File: src/rtl/mmu_crf_pkg.sv
package mmu_crf_pkg;
  localparam int DW        = 32;
  localparam int NREG      = 9;
  localparam int INVAL_BIT = 2;
  localparam int ASID_W    = 8;
  localparam int ASSIST_W  = 4;
  localparam int EVENT_W   = 11;

  typedef enum logic [3:0] {
    IDX_CTRL  = 4'd0,
    IDX_PTEH  = 4'd1,
    IDX_PTEL  = 4'd2,
    IDX_PTEA  = 4'd3,
    IDX_TBASE = 4'd4,
    IDX_FAULT = 4'd5,
    IDX_TRAP  = 4'd6,
    IDX_EXCEV = 4'd7,
    IDX_IRQEV = 4'd8
  } reg_idx_e;

  typedef enum logic [1:0] {
    SZ_BYTE = 2'd0,
    SZ_HALF = 2'd1,
    SZ_WORD = 2'd2,
    SZ_RSVD = 2'd3
  } acc_size_e;

  // Bits a word may hold after a write.
  function automatic logic [DW-1:0] keep_mask(input int idx);
    logic [DW-1:0] m;
    case (idx)
      int'(IDX_CTRL):  m = ~(DW'(1) << INVAL_BIT);
      int'(IDX_PTEA):  m = (DW'(1) << ASSIST_W) - DW'(1);
      int'(IDX_TRAP),
      int'(IDX_EXCEV),
      int'(IDX_IRQEV): m = (DW'(1) << EVENT_W) - DW'(1);
      default:         m = '1;
    endcase
    return m;
  endfunction
endpackage

File: src/rtl/mmu_crf_decode.sv
module mmu_crf_decode
  import mmu_crf_pkg::*;
#(
  parameter int ADDR_W = 8,
  localparam int IDX_W = ADDR_W - 2
) (
  input  logic              clk,
  input  logic              rst_n,
  input  logic              acc_en,
  input  logic              acc_wr,
  input  logic [1:0]        acc_size,
  input  logic [ADDR_W-1:0] acc_addr,
  output logic [NREG-1:0]   wr_sel,
  output logic [IDX_W-1:0]  rd_idx,
  output logic              rd_hit,
  output logic              acc_err
);
  logic aligned, in_map, is_word, hit;

  assign rd_idx  = acc_addr[ADDR_W-1:2];
  assign aligned = (acc_addr[1:0] == 2'b00);
  assign in_map  = (rd_idx < IDX_W'(NREG));
  assign is_word = (acc_size == SZ_WORD);
  assign hit     = acc_en && aligned && in_map && is_word;
  assign acc_err = acc_en && !hit;
  assign rd_hit  = hit && !acc_wr;

  for (genvar i = 0; i < NREG; i++) begin : g_sel
    assign wr_sel[i] = hit && acc_wr && (rd_idx == IDX_W'(i));
  end

  // an illegal access never selects a word for writing
  assert_err_blocks_write_R9: assert property (@(posedge clk) disable iff (!rst_n)
    acc_err |-> (wr_sel == '0));
  assert_sel_onehot_R10: assert property (@(posedge clk) disable iff (!rst_n)
    $onehot0(wr_sel));
endmodule

File: src/rtl/mmu_crf_regs.sv
module mmu_crf_regs
  import mmu_crf_pkg::*;
#(
  parameter int IDX_W = 6
) (
  input  logic                     clk,
  input  logic                     rst_n,
  input  logic [NREG-1:0]          wr_sel,
  input  logic [DW-1:0]            wdata,
  input  logic                     rd_hit,
  input  logic [IDX_W-1:0]         rd_idx,
  output logic [NREG-1:0][DW-1:0]  reg_q,
  output logic [DW-1:0]            rdata
);
  always_ff @(posedge clk) begin
    if (!rst_n) begin
      reg_q <= '0;
    end else begin
      for (int i = 0; i < NREG; i++) begin
        if (wr_sel[i]) reg_q[i] <= wdata & keep_mask(i);
      end
    end
  end

  always_comb begin
    rdata = '0;
    for (int i = 0; i < NREG; i++) begin
      if (rd_hit && (rd_idx == IDX_W'(i))) rdata = reg_q[i];
    end
  end

  assert_assist_mask_R5: assert property (@(posedge clk) disable iff (!rst_n)
    wr_sel[IDX_PTEA] |=> (reg_q[IDX_PTEA] == ($past(wdata) & 32'h0000_000F)));
  assert_trap_mask_R6: assert property (@(posedge clk) disable iff (!rst_n)
    wr_sel[IDX_TRAP] |=> (reg_q[IDX_TRAP] == ($past(wdata) & 32'h0000_07FF)));
  assert_fault_full_R7: assert property (@(posedge clk) disable iff (!rst_n)
    wr_sel[IDX_FAULT] |=> (reg_q[IDX_FAULT] == $past(wdata)));
endmodule

File: src/rtl/mmu_crf_side.sv
module mmu_crf_side
  import mmu_crf_pkg::*;
(
  input  logic              clk,
  input  logic              rst_n,
  input  logic [NREG-1:0]   wr_sel,
  input  logic [DW-1:0]     wdata,
  input  logic [ASID_W-1:0] asid_q,
  output logic              tlb_inval,
  output logic              asid_flush
);
  logic inval_d, flush_d;

  assign inval_d = wr_sel[IDX_CTRL] && wdata[INVAL_BIT];
  assign flush_d = wr_sel[IDX_PTEH] && (wdata[ASID_W-1:0] != asid_q);

  always_ff @(posedge clk) begin
    if (!rst_n) begin
      tlb_inval  <= 1'b0;
      asid_flush <= 1'b0;
    end else begin
      tlb_inval  <= inval_d;
      asid_flush <= flush_d;
    end
  end

  // a flush pulse only follows a real identifier change
  assert_flush_on_change_R4: assert property (@(posedge clk) disable iff (!rst_n)
    asid_flush |-> (asid_q != $past(asid_q)));
  // no pulse without a write to its word in the previous cycle
  assert_inval_needs_write_R11: assert property (@(posedge clk) disable iff (!rst_n)
    tlb_inval |-> $past(wr_sel[IDX_CTRL]));
endmodule

File: src/rtl/mmu_crf.sv
module mmu_crf
  import mmu_crf_pkg::*;
#(
  parameter int ADDR_W = 8
) (
  input  logic              clk,
  input  logic              rst_n,
  input  logic              acc_en,
  input  logic              acc_wr,
  input  logic [1:0]        acc_size,
  input  logic [ADDR_W-1:0] acc_addr,
  input  logic [31:0]       acc_wdata,
  output logic [31:0]       acc_rdata,
  output logic              acc_err,
  output logic              tlb_inval_pulse,
  output logic              asid_flush_pulse,
  output logic [31:0]       mmu_ctrl,
  output logic [31:0]       pte_high,
  output logic [31:0]       pte_low,
  output logic [31:0]       pte_assist,
  output logic [31:0]       table_base
);
  localparam int IDX_W = ADDR_W - 2;

  logic [NREG-1:0]         wr_sel;
  logic [IDX_W-1:0]        rd_idx;
  logic                    rd_hit;
  logic [NREG-1:0][DW-1:0] reg_q;

  mmu_crf_decode #(.ADDR_W(ADDR_W)) u_decode (
    .clk      (clk),
    .rst_n    (rst_n),
    .acc_en   (acc_en),
    .acc_wr   (acc_wr),
    .acc_size (acc_size),
    .acc_addr (acc_addr),
    .wr_sel   (wr_sel),
    .rd_idx   (rd_idx),
    .rd_hit   (rd_hit),
    .acc_err  (acc_err)
  );

  mmu_crf_regs #(.IDX_W(IDX_W)) u_regs (
    .clk    (clk),
    .rst_n  (rst_n),
    .wr_sel (wr_sel),
    .wdata  (acc_wdata),
    .rd_hit (rd_hit),
    .rd_idx (rd_idx),
    .reg_q  (reg_q),
    .rdata  (acc_rdata)
  );

  mmu_crf_side u_side (
    .clk        (clk),
    .rst_n      (rst_n),
    .wr_sel     (wr_sel),
    .wdata      (acc_wdata),
    .asid_q     (reg_q[IDX_PTEH][ASID_W-1:0]),
    .tlb_inval  (tlb_inval_pulse),
    .asid_flush (asid_flush_pulse)
  );

  assign mmu_ctrl   = reg_q[IDX_CTRL];
  assign pte_high   = reg_q[IDX_PTEH];
  assign pte_low    = reg_q[IDX_PTEL];
  assign pte_assist = reg_q[IDX_PTEA];
  assign table_base = reg_q[IDX_TBASE];

  assert_err_rdata_zero_R8: assert property (@(posedge clk) disable iff (!rst_n)
    acc_err |-> (acc_rdata == 32'h0));
  assert_err_no_update_R9: assert property (@(posedge clk) disable iff (!rst_n)
    acc_err |=> $stable(reg_q));
  assert_inval_reads_zero_R2: assert property (@(posedge clk) disable iff (!rst_n)
    tlb_inval_pulse |-> (mmu_ctrl[INVAL_BIT] == 1'b0));
endmodule

File: config.mk
export PLATFORM = sky130hd
export DESIGN_NAME = mmu_crf
export DESIGN_NICKNAME = d
export VERILOG_FILES = /design/src/rtl/mmu_crf_pkg.sv /design/src/rtl/mmu_crf_decode.sv /design/src/rtl/mmu_crf_regs.sv /design/src/rtl/mmu_crf_side.sv /design/src/rtl/mmu_crf.sv
export SDC_FILE = /design/constraint.sdc
export NUM_CORES = 1
export LEC_CHECK = 0
export BUFFER_PORTS_ARGS = -buffer_cell sky130_fd_sc_hd__buf_2
export CAP_MARGIN = 20
export CORE_MARGIN = 4
export CORE_UTILIZATION = 50
export CTS_BUF_LIST = sky130_fd_sc_hd__clkbuf_8
export CTS_CLUSTER_SIZE = 10
export DETAILED_ROUTE_END_ITERATION = 8
export PLACE_DENSITY = 0.74
export SKIP_LAST_GASP = 1
export SLEW_MARGIN = 25
export SYNTH_ARGS = -nofsm -noshare
export SYNTH_HDL_FRONTEND = slang
export SYNTH_SLANG_ARGS = --single-unit
File: constraint.sdc
create_clock -name clk -period 2 [get_ports clk]
set_input_delay 0.1 -clock clk [delete_from_list [all_inputs] [get_ports clk]]
set_output_delay 0.1 -clock clk [all_outputs]
set_load 0.02 [all_outputs]
# Word-level counts from Yosys, hierarchy flattened
# Index checks and enable logic that the tools add are counted.
# word_totals
regBits	290
output_inout_bits	195
elab_cells	88
in_bits	46
# op_classes
eq_ne	10
n_bitwise	9
n_lt_le_gt_ge	1
n_reduce_logical	30
n_mux	27
# op_table
cell	n
32-bit two-way mux	27
32-bit bitwise AND	9
1-bit logical AND	26
6-bit by 3-bit == test with 1-bit output (second input constant)	4
6-bit by 2-bit == test with 1-bit output (second input constant)	2
8-bit != test	1
6-bit by 1-bit == test with 1-bit output (second input constant)	1
6-bit by 4-bit == test with 1-bit output (second input constant)	1
6-bit logical NOT	1
6-bit by 4-bit < comparator with 1-bit output (second input constant)	1
2-bit == test (second input constant)	1
1-bit logical NOT	2
2-bit logical NOT	1

# Logic depth before layout (Yosys ltp)
# Gate-level depths: netlist of run 1.
# depth
word_depth	15
depth_mapped	9

# Hierarchy
# A second synthesis of run 1 with hierarchy kept.
# unflattened
hier_cells	993
area_unflattened_um2	10472.5
# modules_own_cells
module	area_each_um2	n_inst	cells_per_inst	seq_area_each_um2
mmu_crf_regs	9990.8	1	944	3923.8
mmu_crf_decode	344.1	1	34	0.0
mmu_crf_side	137.6	1	15	40.0

# Worst setup path after synthesis of run 1
# No wires, ideal clock.
# synth_path
kind	input port to output port
startpoint	input port acc_addr[5]
endpoint	output port acc_rdata[5]
required_ns	1.900
slack_ns	-0.048
n_path_buf	3
stages	7
arrival_ns	1.948
cell_sequence	buf_2 or4_1 buf_2 nor3_4 buf_2 a22oi_1 a31oi_1
# synth_between
elab_chain_len	14
elab_cells_between_ends	31
# synth_rtl
element	line_no	text
start: declaration	mmu_crf.sv:11	input logic [ADDR_W-1:0] acc_addr,
6-bit by 4-bit < comparator with 1-bit output	mmu_crf_decode.sv:22	assign in_map = (rd_idx < IDX_W'(NREG));
1-bit logical AND (2 in series)	mmu_crf_decode.sv:24	assign hit = acc_en && aligned && in_map && is_word;
1-bit logical AND	mmu_crf_decode.sv:26	assign rd_hit = hit && !acc_wr;
1-bit logical AND	mmu_crf_regs.sv:28	if (rd_hit && (rd_idx == IDX_W'(i))) rdata = reg_q[i];
32-bit two-way mux (8 in series)	mmu_crf_regs.sv:28	
32-bit two-way mux *	mmu_crf_regs.sv:28	
end: declaration	mmu_crf.sv:13	output logic [31:0] acc_rdata,
# Mark *: on every way between the ends. The rest lies on a longest branch, timed or not.

# Final worst setup path of run 1
# layout_path
startpoint	input port acc_addr[6]
endpoint	output port acc_rdata[18]
# The elaborated chain is that of the path after synthesis.

==> flow_results.org, run 1 <==
** Route
- Drt first pass iters :: 8
- Once detail routing completed, the nets flagged for antenna violations numbered 0.
- Starting DRT DRC Count :: 763
- The routed design has 30.6 mm of wire.
- Vias after detailed routing :: 9043
- The highest metal layer carrying signal wires in the routed design is met4.
- After detailed routing, the met2 layer carries 14.6 mm of wire.
- For this run, design rule violations remaining after detail routing come to 0.
- Routed vias/inst :: 5.44
- In the final routing, the length of wire on met1 measures 12.9 mm.
- Met3 WL post-DR :: 2.46 mm
- DR WL/cell :: 18.4 um

** Timing
- Setup violations remaining at the end of the flow were counted as 0.
- The count of endpoints failing hold in the final timing report is 0.
- Derived from the worst setup path, the maximum achievable clock frequency is 0.505 GHz.
- Setup repair after global routing missed its margin :: true
- The final critical path takes up 98.9% of the cycle.
- Max-slew violations :: 0
- Final hold analysis gives a worst-case slack of 0.0565 ns.
- The worst path in the final design needs a cycle of 1.98 ns, including I/O delays and setup.
- Setup skew after layout :: 0.00353 ns

** Yosys
- Of the total synthesized cell area, the portion taken by full adders, half adders and majority gates is 0%.
- Post-synth design cell area :: 10400 um2
- The share of synthesized area in the top cell type comes to 38.1%.
- Of the total synthesized cell area, the portion taken by AND, OR, NAND and NOR gates is 21.5%.
- Yosys warns :: 0
- After synthesis, the mean cell area works out to 8.10 um2.
- Proportion of register bits with asynchronous set or reset after synthesis :: 0%
- By area, the combinational part of the netlist is dominated by simple AND/OR/NAND/NOR gates.
- Post-synth EDFFs :: 0
- Ranked by total cell area, the synthesized netlist is headed by sky130_fd_sc_hd__dfxtp_1 38%, sky130_fd_sc_hd__nand2_1 15%, sky130_fd_sc_hd__buf_4 12%, sky130_fd_sc_hd__a21boi_0 8.9%, sky130_fd_sc_hd__a21boi_1 4.5%.
- Among all flip-flop cells after synthesis, the most frequent one is sky130_fd_sc_hd__dfxtp_1.
- After synthesis, the share of cell area in mux cells is 4.09%.
- The synthesized netlist contains 53 unique library cells.
- Summed over all instances, the cell type with the most area after synthesis is sky130_fd_sc_hd__dfxtp_1.
- The synthesized netlist devotes 19.7% of its cell area to compound gates.
- Gate count of the mapped netlist :: 1284
- Of the synthesized area, sequential elements account for 38.1%.
- Top-count cell post-synth :: sky130_fd_sc_hd__nand2_1
- XOR/XNOR share of the synthesized area :: 0.674%
- In this run, synthesis produced a sequential element count of 198.
- By count the netlist is led by 426 x sky130_fd_sc_hd__nand2_1, 198 x sky130_fd_sc_hd__dfxtp_1, 172 x sky130_fd_sc_hd__buf_4, 123 x sky130_fd_sc_hd__a21boi_0, 63 x sky130_fd_sc_hd__a21boi_1.

** Setup path
- Cell type of the slowest stage on the worst timing path :: sky130_fd_sc_hd__or4_4
- Worst setup slack for register-to-register paths :: 0.87 ns
- In this design, the stage delay of the slowest critical-path cell is 0.58 ns.
- The critical path is of the in2out type.
- Required time at the worst-slack endpoint :: 1.90 ns
- Critical path peak fanout :: 17
- STA classifies the critical path endpoint as an output port.
- STA puts the critical path data arrival time at 1.88 ns.
- Startpoint kind of the worst setup timing path :: input port
- CP Cell Sequence :: buf_8 -> or4_4 -> buf_4 -> nor3_4 -> buf_4 -> a222oi_1 -> nand2_1 -> buf_2
- Cell repeated most along the worst path :: sky130_fd_sc_hd__buf_4

** Global routing
- Number of antenna violations at the first check in global routing :: 0
- Global Route Usage Sum :: 25.3%
- Global-route wire length before repair :: 47.8 mm
- Largest net degree at the start of global routing :: 94
- The via count of the first global-routing pass is 8631.
- Summed over all layers, the global routing overflow is 0.

** Clock network
- Clk root buf :: sky130_fd_sc_hd__clkbuf_8
- Number of clock sinks :: 198
- TritonCTS buffer count :: 17
- TritonCTS built the clock tree.
- Clock latency on the worst-skew pair, taken at its later pin, is 0.46 ns.
- The clock passes through at most 2 buffers.
- In this run the number of H-tree levels came out at 4.
- Clock transition at the registers of the reported paths :: 0.10 ns

** Floorplanning
- The floorplan step defined a core boundary enclosing 20400 um2.
- From bottom edge to top edge, the die measures 152 um.
- Pin placement for this block handled 241 I/O pins.
- The die covers 23200 um2.
- Die boundary width :: 152 um
- Once the floorplan was initialized, standard cells occupied 51.1% of the core.
- Total number of placement rows :: 52

** Placement
- HPWL after detailed placement :: 20.3 mm
- Number of input and output port buffers inserted :: 211
- At the end of routability-driven placement, the weighted congestion stood at 0.912.

** Power
- Power density over the cells :: 598 nW/um2
- Leakage power of the design :: 4.72 nW
- IR analysis of the VDD net gives a maximum drop of 430 uV.
- Tot Pwr :: 7.03 mW

** Finish
- Compared with the post-synthesis result, the final layout area differs by 13.1%.
- Fraction of layout instances using a drive strength above 1 :: 26.3%
- Storage cell area :: 3960 um2
- Antenna cell count :: 0
- # fillers :: 1854
- In the final layout, the multi-input gates occupy 4960 um2.
- Final #Nets :: 1426

** Run status
- The run finished with clean final reports.

** Min path
- The tightest min-delay check is of the in2reg type.

** Flow run
- Across the run, the number of max-cap violations was 0.
[cell type report]
type,instances,area share (%)
Clock inverter,13,1.12
Inverter,2,0.0638
Timing Repair Buffer,305,17.9
Multi-Input combinational cell,856,42.2
Tap cell,270,2.87
Clock buffer,19,2.22
Sequential cell,198,33.7
[stage by stage]
| stage | TNS (ns) | worst slack [ns] | instances | instance area, um2 | util, % |
|---|---|---|---|---|---|
| after global placement | -1.01 | -0.0794 | 1598 | 11000 | 53.9 |
| after CTS | 0 | 0.0138 | 1662 | 11700 | 57.5 |
| after detailed placement | -1.76 | -0.0878 | 1598 | 11000 | 53.9 |
| after floorplan | 0 | 0.00689 | 1312 | 10500 | - |
| after global routing | -0.292 | -0.0320 | 1663 | 11800 | 57.7 |
| final | 0 | 0.0213 | 1663 | 11800 | 57.7 |
[logic make-up after synthesis]
family          after synthesis
compound gates              267
xor+xnor                      8
buf+inv                     258
flops                       198
mux                          39
other cells                   1
simple gates                513
[where the power goes]
part	switching (mW)	total, mW	internal, mW
clock	1.52	2.61	1.09
combinational	0.280	0.480	0.200
sequential	0.000106	3.94	3.94
total	1.80	7.03	5.23
[flip-flops by register name (all words and copies together) (netlist names)]
register	cells
u_side.asid_flush	1
u_side.tlb_inval	1
u_regs.reg_q	196
[worst max-delay path: cells and delay by family]
family,cells,cell delay [ns]
buf+inv,4,0.78
compound gates,1,0.16
simple gates,3,0.83
[what timing repair did]
item / in CTS / in global routing
endpoints found under the setup margin: 27 / 27
hold buffers: 32 / 0
endpoints found under the hold margin: 171 / 0
pin swaps: 4 / 4
setup buffers: 0 / 1
gates resized for setup: 5 / 12
[cells in the final DEF, fill, tap and decap left out, drive strengths merged, types with 3 or more instances in the layout]
cell type and instances:
nor3 13, a21boi 186, nand4 9, conb 29
and3 3, a31oi 8, nor2 19, or3 3
dlygate4sd3 32, nand2b 3, mux2i 11, a21oi 4
nor4 4, xnor2 8, mux2 28, o32a 7
inv 10, a22oi 11, nor4b 4, dfxtp 198
clkbuf 19, nor2b 13, or2 3, o221ai 9
buf 273, a222oi 22, nand3 5, o21ai 11
nand2 427
[metal layers]
metal / vias up / GRT usage, %
li1: 4303 / -
met4: 0 / 8.09
met5: - / 0
met2: 399 / 42.4
met1: 4299 / 33.0
met3: 42 / 4.86
[worst paths after layout]
| kind | start | endpoint | depth (start not counted) |
|---|---|---|---|
| hold / removal | acc_wr | u_side.tlb_inval | 4 |
| hold reg to reg | u_regs.reg_q[178] | u_regs.reg_q[178] | 2 |
| setup / recovery | acc_addr[6] | acc_rdata[18] | 8 |
| setup reg to reg | u_regs.reg_q[36] | u_side.asid_flush | 4 |
No activity file was read; power rests on OpenSTA's default activity.
==> inputs of run 2 (changes only) <==
--- a/config.mk
+++ b/config.mk
@@ -8,11 +8,12 @@
 export BUFFER_PORTS_ARGS = -buffer_cell sky130_fd_sc_hd__buf_2
 export CAP_MARGIN = 20
 export CORE_MARGIN = 4
-export CORE_UTILIZATION = 50
+export CORE_UTILIZATION = 56
 export CTS_BUF_LIST = sky130_fd_sc_hd__clkbuf_8
 export CTS_CLUSTER_SIZE = 10
 export DETAILED_ROUTE_END_ITERATION = 8
-export PLACE_DENSITY = 0.74
+export PLACE_DENSITY = 0.82
+export SETUP_SLACK_MARGIN = 0.3
 export SKIP_LAST_GASP = 1
 export SLEW_MARGIN = 25
 export SYNTH_ARGS = -nofsm -noshare
==> run 2 against run 1 <==
Compared with the run above:
- largest power group unchanged
- non-clock buffer count grew 26
- critical path depth rose by 1
- register-to-register slack improved by 0.12 ns
- sequential share of layout area decreased by 1.7 points
- critical endpoint is now acc_rdata[8]
- worst hold slack lost 0.034 ns
- via count up 4.2%
- design area up 5.7%
- sequential power about the same
- worst setup slack gained 0.019 ns
- fmax increased by 0.98%
- highest routed layer unchanged
==> flow_results.org, run 2 (same netlist as run 1, synthesis figures left out) <==
** Run status
- The run finished with clean final reports.

** Placement
- Number of input and output port buffers inserted :: 211 (unchanged)
- The instance area at placement was 11100 um2 (+0.71%).
- Total placed cells including tap cells :: 1561 (-2.3%)
- Final Wtd Congestion :: 0.941 (+3.1%)
- HPWL after detailed placement :: 20.1 mm (-1.0%)
- The worst setup timing slack at the placement stage came to -0.0537 ns (+0.0341 ns).

** Global routing
- Number of global-route vias before repair :: 9034 (+4.7%)
- The initial antenna violation count was 0 (unchanged).
- The maximum number of pins on one net before global-route repair was 61 (-35%).
- Global-route wire length before repair :: 48.6 mm (+1.6%)
- The global router's overall resource usage is 29.6% (+4.3 points).
- The leftover overflow at the end of global routing came to 0 (unchanged).

** Route
- The routed via count divided by cell count came to 5.72 (+5.2%).
- DR WL/cell :: 19.2 um (+4.6%)
- Drt first pass iters :: 6 (-2)
- Remaining DRCs :: 0 (unchanged)
- The number of nets with antenna violations after detailed routing is 0 (unchanged).
- The post-detailed-routing wire length is 31.7 mm (+3.6%).
- Starting DRT DRC Count :: 756 (-0.92%)
- Vias after detailed routing :: 9425 (+4.2%)

** Flow run
- The max-cap violation count was 0 (unchanged).

** Clock network
- Clk Latency, worst-skew pair :: 0.46 ns (about the same)
- The number of CTS-inserted buffers is 17 (unchanged).
- The number of clock sinks seen by CTS is 198 (unchanged).
- TritonCTS built the clock tree.
- Clk root buf :: sky130_fd_sc_hd__clkbuf_8
- The number of levels in the clock H-tree was 4 (unchanged).
- Maximum buffer depth of the clock tree :: 2 (unchanged)
- The clock input transition at the sequential cells of the worst setup and hold paths is 0.09 ns (about the same).

** Timing
- Setup skew after layout :: 0.00817 ns (+0.00464 ns)
- The count of endpoints failing hold in the final timing report was 0 (unchanged).
- Setup repair after global routing could not meet its margin everywhere.
- Period utilization :: 98.0% (-0.96 points)
- The count of final setup violators came to 0 (unchanged).
- The accumulated negative setup slack is 0 ns (unchanged).
- The final critical path time including I/O delays and setup was 1.96 ns (-0.0192 ns).
- The post-route worst setup slack is 0.0405 ns (+0.0192 ns).
- Max-slew violations :: 0 (unchanged)
- Fmax :: 0.510 GHz (+0.98%)

** Power
- Leakage power of the design :: 4.96 nW (+5.2%)
- The power density over the cells came to 583 nW/um2 (-2.5%).
- The maximum vdd ir drop is 425 uV (-1.2%).

** Finish
- Area grow syn2layout :: 19.5%
- The antenna diode instance count is 0 (unchanged).
- Multi-input gate area in the final layout :: 5120 um2 (+3.3%)
- The final non-filler cell area is 12400 um2 (+5.7%).
- The number of cells in the finished layout apart from fillers is 1647 (-0.96%).
- Most used cells in the layout excluding fill and tap cells :: 424 x sky130_fd_sc_hd__nand2_1, 190 x sky130_fd_sc_hd__dfxtp_1, 177 x sky130_fd_sc_hd__buf_2
- The final standard cell utilization of the core is 68.7% (+11 points).
- The post-layout net count is 1452 (+1.8%).
- Fraction of layout instances using a drive strength above 1 :: 29.2% (+2.9 points)
- Flip-flop count of the largest register, all copies and words added :: 196 (unchanged)
- Register containing the most flip-flops in the final layout :: u_regs.reg_q
- # fillers :: 1431 (-23%)
- The library cell used most frequently in the layout, excluding fill and tap cells, is sky130_fd_sc_hd__nand2_1.
- The largest registers in the layout are u_regs.reg_q: 196 flops, u_side.asid_flush: 1 flops, u_side.tlb_inval: 1 flops.
- The register cell area after layout was 3970 um2 (+0.25%).

** Setup path
- STA classifies the critical path startpoint as an input port.
- Critical path peak fanout :: 7 (-10)
- The data arrival time of the worst path was 1.86 ns (-0.02 ns).
- The most critical setup path has its startpoint at acc_addr[5].
- In this run the critical register-to-register path is launched from u_regs.reg_q[39].
- Required time at the worst-slack endpoint :: 1.90 ns (about the same)
- The number of cells on the worst reg-to-reg path was 4 (unchanged).
- The critical path is of the in2out type.
- Worst setup slack for register-to-register paths :: 0.99 ns (+0.12 ns)
- Following the worst setup path forward leads to its endpoint at acc_rdata[8].
- The worst register-to-register path ends at u_side.asid_flush.
- Sort of element at the end of the critical path :: output port

** Floorplanning
- Number of I/O pins :: 241 (unchanged)
- Initial Utilization :: 57.5% (+6.4 points)
- Die height :: 144 um (-5.2%)
- The core footprint came to 18100 um2 (-11%).
- The total number of placement rows was 49 (-5.8%).
- Die boundary width :: 144 um (-5.2%)
- Floorplan die area :: 20800 um2 (-10%)

** Min path
- The tightest min-delay check is of the in2reg type.
## run 2: cell count changes in the layout (fill, tap and decap cells not counted), sizes merged
cell	previous run	this run
buf	273	296
bufbuf	0	1
bufinv	1	3
clkbuf	19	21
clkinv	2	3
clkinvlp	2	1
dlygate4sd3	32	31
inv	10	8
## run 2: repair_timing
action                                  4_1_cts  5_1_grt
hold endpoints to repair                    161        0
gates resized for setup                      84       12
hold buffers                                 31        0
pin swaps                                    30       14
cloned                                        5        2
endpoints found under the setup margin       32       32
buffers inserted                             14        3
## run 2: per-layer routing
| metal | up-vias | global-route usage, % | wire length (um) |
|---|---|---|---|
| met1 | 4478 | 38.2 | 12700 |
| met3 | 75 | 5.92 | 2940 |
| met5 | - | 0 | 0 |
| met2 | 512 | 49.7 | 15200 |
| li1 | 4360 | - | - |
| met4 | 0 | 10.3 | 810 |
## run 2: through the flow
step / hold slack (ns) / total power [mW]
after floorplan: 0.239 / 4.34
after global placement: 0.390 / 4.44
after detailed placement: 0.391 / 4.44
after CTS: 0.000137 / 7.25
after global routing: 0.0119 / 7.47
final: 0.0230 / 7.24
## run 2: how the worst min path moves through the flow
stage | cells after the start | slack, ns | startpoint | endpoint
after detailed placement | 3 | 0.39 | acc_wdata[22] | u_regs.reg_q[22]
final | 3 | 0.02 | acc_wdata[3] | u_regs.reg_q[67]
after floorplan | 2 | 0.24 | acc_wdata[11] | u_regs.reg_q[11]
after CTS | 3 | 0.0001 | acc_wdata[3] | u_regs.reg_q[3]
after global routing | 3 | 0.01 | acc_wdata[3] | u_regs.reg_q[3]
after global placement | 3 | 0.39 | acc_wdata[26] | u_regs.reg_q[58]
## run 2: area by class of cell
| cell class | instances | share of cell area, % |
|---|---|---|
| clock buffer | 18 | 1.99 |
| sequential | 198 | 32.0 |
| timing repair buffer | 331 | 21.0 |
| multi-input combinational | 856 | 41.2 |
| tap | 229 | 2.31 |
| inverter | 2 | 0.0604 |
| clock inverter | 13 | 1.48 |
## run 2: where the power goes
part	switching [mW]	internal, mW
Sequential	0.000102	3.94
Clock	1.51	1.31
Combinational	0.281	0.206
Total	1.79	5.45
## run 2: critical path, stage by stage
cell and delay [ns]:
sky130_fd_sc_hd__buf_6 0.09, sky130_fd_sc_hd__or4_4 0.60, sky130_fd_sc_hd__buf_6 0.15, sky130_fd_sc_hd__nor3_4 0.20
sky130_fd_sc_hd__buf_12 0.15, sky130_fd_sc_hd__buf_12 0.13, sky130_fd_sc_hd__a22oi_2 0.08, sky130_fd_sc_hd__a31oi_4 0.21
sky130_fd_sc_hd__buf_6 0.14
